[src/rtl/ucode_loader.sv]
module ucode_loader #(
  parameter int DW = 32,
  parameter int BAW = 8,
  parameter int CSW = 6,
  parameter int SLOTS = 8,
  parameter int CMDW = 8,
  parameter int TSW = 16,
  parameter int UPLOAD_CMD = 2
) (
  input  logic                     clk,
  input  logic                     rst_n,
  input  logic                     req_valid,
  input  logic [CMDW-1:0]          req_cmd,
  input  logic [BAW-1:0]           req_src,
  input  logic [CSW-1:0]           req_dst,
  input  logic [CMDW-1:0]          req_tag,
  input  logic                     use_valid,
  input  logic [CMDW-1:0]          use_cmd,
  input  logic                     del_valid,
  input  logic [CMDW-1:0]          del_cmd,
  output logic                     mem_re,
  output logic [BAW-1:0]           mem_addr,
  input  logic [DW-1:0]            mem_rdata,
  output logic                     cs_we,
  output logic [CSW-1:0]           cs_addr,
  output logic [DW-1:0]            cs_wdata,
  output logic                     busy,
  output logic                     done,
  output logic [CSW-1:0]           done_addr,
  output logic [CSW:0]             done_len,
  output logic                     err,
  output logic                     evict,
  output logic [$clog2(SLOTS)-1:0] evict_slot,
  output logic [CMDW-1:0]          evict_cmd,
  output logic [CSW:0]             free_words
);
  localparam int DEPTH = 1 << CSW;
  localparam int LW = CSW + 1;
  localparam int SW = $clog2(SLOTS);

  typedef enum logic [1:0] {S_IDLE, S_SCAN, S_CHECK, S_COPY} st_t;
  st_t st;

  logic [BAW-1:0]  src;
  logic [CSW-1:0]  dst, cnt;
  logic [CMDW-1:0] tag;
  logic [LW-1:0]   len;
  logic [SW-1:0]   slot;
  logic [TSW-1:0]  ctr;

  logic [SLOTS-1:0] d_valid;
  logic [LW-1:0]    d_len   [SLOTS];
  logic [CMDW-1:0]  d_cmd   [SLOTS];
  logic [TSW-1:0]   d_stamp [SLOTS];

  logic start, marker, last_scan, last_copy, room, have_free, use_hit, lru_found;
  logic [SW-1:0]    free_slot, lru;
  logic [TSW-1:0]   best_ts;
  logic [LW+SW-1:0] used;

  assign start     = (st == S_IDLE) && req_valid && (req_cmd == CMDW'(UPLOAD_CMD));
  assign marker    = mem_rdata[DW-1];
  assign last_scan = (cnt == CSW'(DEPTH - 1));
  assign last_copy = ((LW'(cnt) + LW'(1)) == len);

  always_comb begin
    used = '0;
    best_ts = '1;
    lru = '0;
    lru_found = 1'b0;
    have_free = 1'b0;
    free_slot = '0;
    use_hit = 1'b0;
    for (int i = 0; i < SLOTS; i++) begin
      if (d_valid[i]) begin
        used = used + (LW+SW)'(d_len[i]);
        if (!lru_found || d_stamp[i] < best_ts) begin
          lru_found = 1'b1;
          best_ts = d_stamp[i];
          lru = SW'(i);
        end
        if (d_cmd[i] == use_cmd) use_hit = 1'b1;
      end
    end
    for (int i = SLOTS - 1; i >= 0; i--) begin
      if (!d_valid[i]) begin
        have_free = 1'b1;
        free_slot = SW'(i);
      end
    end
  end

  assign free_words = LW'(DEPTH) - LW'(used);
  assign room       = have_free && (len <= free_words);

  assign mem_re = start
               || ((st == S_SCAN) && !marker && !last_scan)
               || ((st == S_CHECK) && room)
               || ((st == S_COPY) && !last_copy);
  assign mem_addr = (st == S_IDLE)  ? req_src :
                    (st == S_CHECK) ? src : src + BAW'(cnt) + BAW'(1);

  assign busy       = (st != S_IDLE);
  assign cs_we      = (st == S_COPY);
  assign cs_addr    = dst + cnt;
  assign cs_wdata   = mem_rdata;
  assign done       = (st == S_COPY) && last_copy;
  assign done_addr  = dst;
  assign done_len   = len;
  assign err        = (st == S_SCAN) && !marker && last_scan;
  assign evict      = (st == S_CHECK) && !room;
  assign evict_slot = lru;
  assign evict_cmd  = d_cmd[lru];

  always_ff @(posedge clk) begin
    if (!rst_n) begin
      st <= S_IDLE;
      src <= '0;
      dst <= '0;
      cnt <= '0;
      tag <= '0;
      len <= '0;
      slot <= '0;
      ctr <= '0;
      d_valid <= '0;
      for (int i = 0; i < SLOTS; i++) begin
        d_len[i] <= '0;
        d_cmd[i] <= '0;
        d_stamp[i] <= '0;
      end
    end else begin
      case (st)
        S_IDLE: begin
          if (start) begin
            src <= req_src;
            dst <= req_dst;
            tag <= req_tag;
            cnt <= '0;
            st  <= S_SCAN;
          end
          for (int i = 0; i < SLOTS; i++) begin
            if (use_valid && d_valid[i] && d_cmd[i] == use_cmd) d_stamp[i] <= ctr;
            if (del_valid && d_valid[i] && d_cmd[i] == del_cmd) d_valid[i] <= 1'b0;
          end
          if (use_valid && use_hit) ctr <= ctr + TSW'(1);
        end
        S_SCAN: begin
          if (marker) begin
            len <= LW'(cnt) + LW'(1);
            st  <= S_CHECK;
          end else if (last_scan) begin
            st <= S_IDLE;
          end else begin
            cnt <= cnt + CSW'(1);
          end
        end
        S_CHECK: begin
          cnt  <= '0;
          slot <= free_slot;
          st   <= room ? S_COPY : S_IDLE;
        end
        S_COPY: begin
          if (last_copy) begin
            d_valid[slot] <= 1'b1;
            d_len[slot]   <= len;
            d_cmd[slot]   <= tag;
            d_stamp[slot] <= ctr;
            ctr <= ctr + TSW'(1);
            st  <= S_IDLE;
          end else begin
            cnt <= cnt + CSW'(1);
          end
        end
        default: st <= S_IDLE;
      endcase
    end
  end
endmodule

[config.mk]
export PLATFORM = sky130hd
export DESIGN_NAME = ucode_loader
export DESIGN_NICKNAME = d
export VERILOG_FILES = /design/src/rtl/ucode_loader.sv
export SDC_FILE = /design/constraint.sdc
export NUM_CORES = 1
export LEC_CHECK = 0
export ABC_AREA = 1
export ABC_CLOCK_PERIOD_IN_PS = 30300
export BUFFER_PORTS_ARGS = -buffer_cell sky130_fd_sc_hd__buf_2
export CAP_MARGIN = 20
export CORE_MARGIN = 10
export CORE_UTILIZATION = 42
export CTS_BUF_LIST = sky130_fd_sc_hd__clkbuf_16
export CTS_CLUSTER_DIAMETER = 50
export DETAILED_ROUTE_END_ITERATION = 10
export HOLD_SLACK_MARGIN = 0.03
export SLEW_MARGIN = 20
export SYNTH_ARGS = -nofsm -noshare
export SYNTH_HDL_FRONTEND = slang
export SYNTH_SLANG_ARGS = --single-unit
[constraint.sdc]
create_clock -name clk -period 30.3 [get_ports clk]
set_input_delay 3.03 -clock clk [delete_from_list [all_inputs] [get_ports clk]]
set_output_delay 3.03 -clock clk [all_outputs]
set_load 0.01 [all_outputs]
==> results_dict.tcl <==
set metrics [dict create \
    rows 81 \
    die_h_um 242.8 \
    finalNetCount 2872 \
    grt_pass1_wl_um 103100 \
    numCtsBuffers 45 \
    vias_per_cell 5.470 \
    layout_common_cells "nand2_1 (525), nor2_1 (379), inv_1 (277)" \
    power_frac_comb 0.049 \
    n_antenna_cell 0 \
    cts_buffer_depth 3 \
    slowest_stage "dfxtp_1" \
    die_w_um 242.8 \
    route.detailed.drc 0 \
    p_clk_frac 0.503 \
    wirelength_um 67260 \
    avgRoutedWirePerCell_um 20.24 \
    power.switching_mw 0.2628 \
    coreArea_sq_um 49050 \
    max_stage_delay_ns 0.77 \
    synth_nets 2838 \
    critPathCaptureType "output pin" \
    first_global_vias 17945 \
    skew_ns 0.03724 \
    internal_power_mw 0.8103 \
    htree_levels 2 \
    post-route-period-util 0.5939 \
    period_minus_slack_ns 17.99 \
    postCtsSetupBuffers 0 \
    syn_area_per_cell_sq_um 8.057 \
    synth-seq-area-share 0.4186 \
    portBuffers 103 \
    pre_cts_ws_ns 13.00 \
    crit_path_frequent_cell "nand2_1" \
    root_buffer "clkbuf_16" \
    grt.overflow.total 0 \
    vias 18177 \
    yosysWarnings 0 \
    first_iter_violations 1633 \
    crit_required_ns 27.27 \
    synth_edf_count 248 \
    worst_slew_pin_slew_ns 1.033 \
    power.density_nw_per_um2 46.33 \
    clock_latency_ns 0.59 \
    seqPwrFrac 0.448 \
    antenna_left 0 \
    antenna_found_initial 0 \
    clk_pin_slew_ns 0.06 \
    synth_cells 2588 \
    fin_ws_ns 12.31 \
    place.gp.congestion 1.003 \
    ys_types 51 \
    maxSlewHeadroom 0.3094 \
    p_leak_nw 10.03 \
    crit_arrival_ns 14.96 \
    final.setup.tns_ns 0 \
    cts_sinks 312 \
    rsz0062_at_grt "false" \
    irDropWorstVdd_mv 0.04544 \
    final_common_cell "nand2_1" \
    cp_max_fo 34 \
    filler_cell_count 4908 \
    hold_viol_final 0 \
    track_usage 0.2214 \
    synthArstFlopShare 0 \
    grt_max_degree 61 \
    maxCapViolCount 0 \
    cts_hold_buf 0 \
    slew_viol_final 0 \
    ys.flop_type "edfxtp_1" \
    swShare 0.2449 \
    setup-violations-final 0 \
    power_mw 1.073 \
    max_freq_mhz 55.57 \
    run_status "complete, no violations" \
    min_path_type "reg2reg" \
    pin_count 166 \
    design.die.area_sq_um 58960 \
    dr.pass1.iters 7 \
    cts_tree "built" \
    layout-drive-gt1-share 0.08424 \
    synth-seq-cells 312 \
    path_class "reg2out" \
    cts-resized-gates 0 \
    initial_core_util 0.4251 \
    area.growth.synth_to_final_pct 11.08 \
    hpwlAfterDp_um 50700 \
    cp-start-kind "flip-flop" \
    netlist_area_sq_um 20850 \
]
[final cells by class]
class	instances	area, sq um	area share
Multi-Input combinational cell	1843	10330	0.4459
Sequential cell	312	8728	0.3768
Clock buffer	47	1176	0.05078
Inverter	309	1160	0.05008
Tap cell	664	830.8	0.03587
Timing Repair Buffer	111	575.6	0.02485
Clock inverter	37	364.1	0.01572
[layer usage]
layer  GRT usage  share of wire  vias up
li1            -              -     8787
met1      0.2845           0.43     8618
met2      0.3699           0.47      644
met3     0.03920          0.070      128
met4     0.07315          0.031        0
met5           0              0        -
[through the flow]
step | hold WS (ns) | std cells | util | instance area, sq um
after floorplan | 0.4591 | 2588 | - | 20850
after global placement | 0.4748 | 3239 | 0.4408 | 21620
after detailed placement | 0.4914 | 3239 | 0.4408 | 21620
after CTS | 0.4951 | 3323 | 0.4722 | 23160
after global routing | 0.5194 | 3323 | 0.4722 | 23160
final | 0.4910 | 3323 | 0.4722 | 23160
[path summary, 6_finish.rpt]
path / startpoint / to / slack, ns / cells after the start
setup / recovery: d_valid[0] / evict_cmd[5] / 12.31 / 73
hold / removal: ctr[15] / ctr[15] / 0.49 / 1
setup reg to reg: d_valid[1] / st[0] / 19.54 / 43
hold reg to reg: ctr[15] / ctr[15] / 0.49 / 1
[critical path: cells and delay by family, from the launching register on]
kind            cells  cell delay, ns
compound gates     19            5.10
fa+ha+maj           7            2.13
buf+inv             5            1.22
flops               1            0.77
simple gates       42            5.06
[synthesized netlist by cell type (8+ instances only)]
| cell type | count | share of area |
|---|---|---|
| nand2_1 | 525 | 0.095 |
| nor2_1 | 379 | 0.068 |
| inv_1 | 273 | 0.049 |
| edfxtp_1 | 248 | 0.36 |
| o21ai_0 | 170 | 0.041 |
| ha_1 | 158 | 0.095 |
| nand3_1 | 146 | 0.035 |
| a21oi_1 | 112 | 0.027 |
| clkbuf_1 | 75 | 0.014 |
| dfxtp_1 | 64 | 0.061 |
| xor2_1 | 58 | 0.024 |
| a211oi_1 | 42 | 0.015 |
| buf_4 | 34 | 0.012 |
| nor3_1 | 33 | 0.0079 |
| clkinv_1 | 30 | 0.0054 |
| xnor2_1 | 25 | 0.011 |
| nand4_1 | 24 | 0.0072 |
| o22ai_1 | 20 | 0.0060 |
| nor4_1 | 17 | 0.0051 |
| nand2_2 | 11 | 0.0033 |
| nand2_4 | 11 | 0.0059 |
| buf_2 | 10 | 0.0024 |
| o2111ai_1 | 10 | 0.0042 |
| a221oi_1 | 9 | 0.0038 |
| a22o_1 | 9 | 0.0038 |
| a31oi_1 | 9 | 0.0027 |
| fa_1 | 9 | 0.0086 |
| o31ai_1 | 9 | 0.0032 |
| o221ai_1 | 8 | 0.0034 |
[sequential cells by signal, summed over array words and instances (netlist names)]
name and cells:
src 8, d_cmd 64, d_valid 8, cnt 6
done_addr 6, done_len 7, d_len 56, slot 3
ctr 16, tag 8, st 2, d_stamp 128
[power groups by stage]
stage	clock network, mW	registers (mW)	logic [mW]
CTS	0.546	0.481	0.0516
finish	0.540	0.481	0.0523
floorplan	0	0.486	0.0365
global route	0.565	0.482	0.0572
global placement	0	0.490	0.0508
detailed placement	0	0.490	0.0513
[cells by family after synthesis]
group                    Yosys count  share of synthesized area
flip-flops                       312                     0.4186
AO/OA/AOI/OAI                    425                     0.1209
AND/OR/NAND/NOR                 1168                     0.2361
buffers and inverters            433                    0.08611
XOR/XNOR                          83                    0.03486
adder cells (fa/ha/maj)          167                     0.1035
No activity file was read; power rests on OpenSTA's default activity.
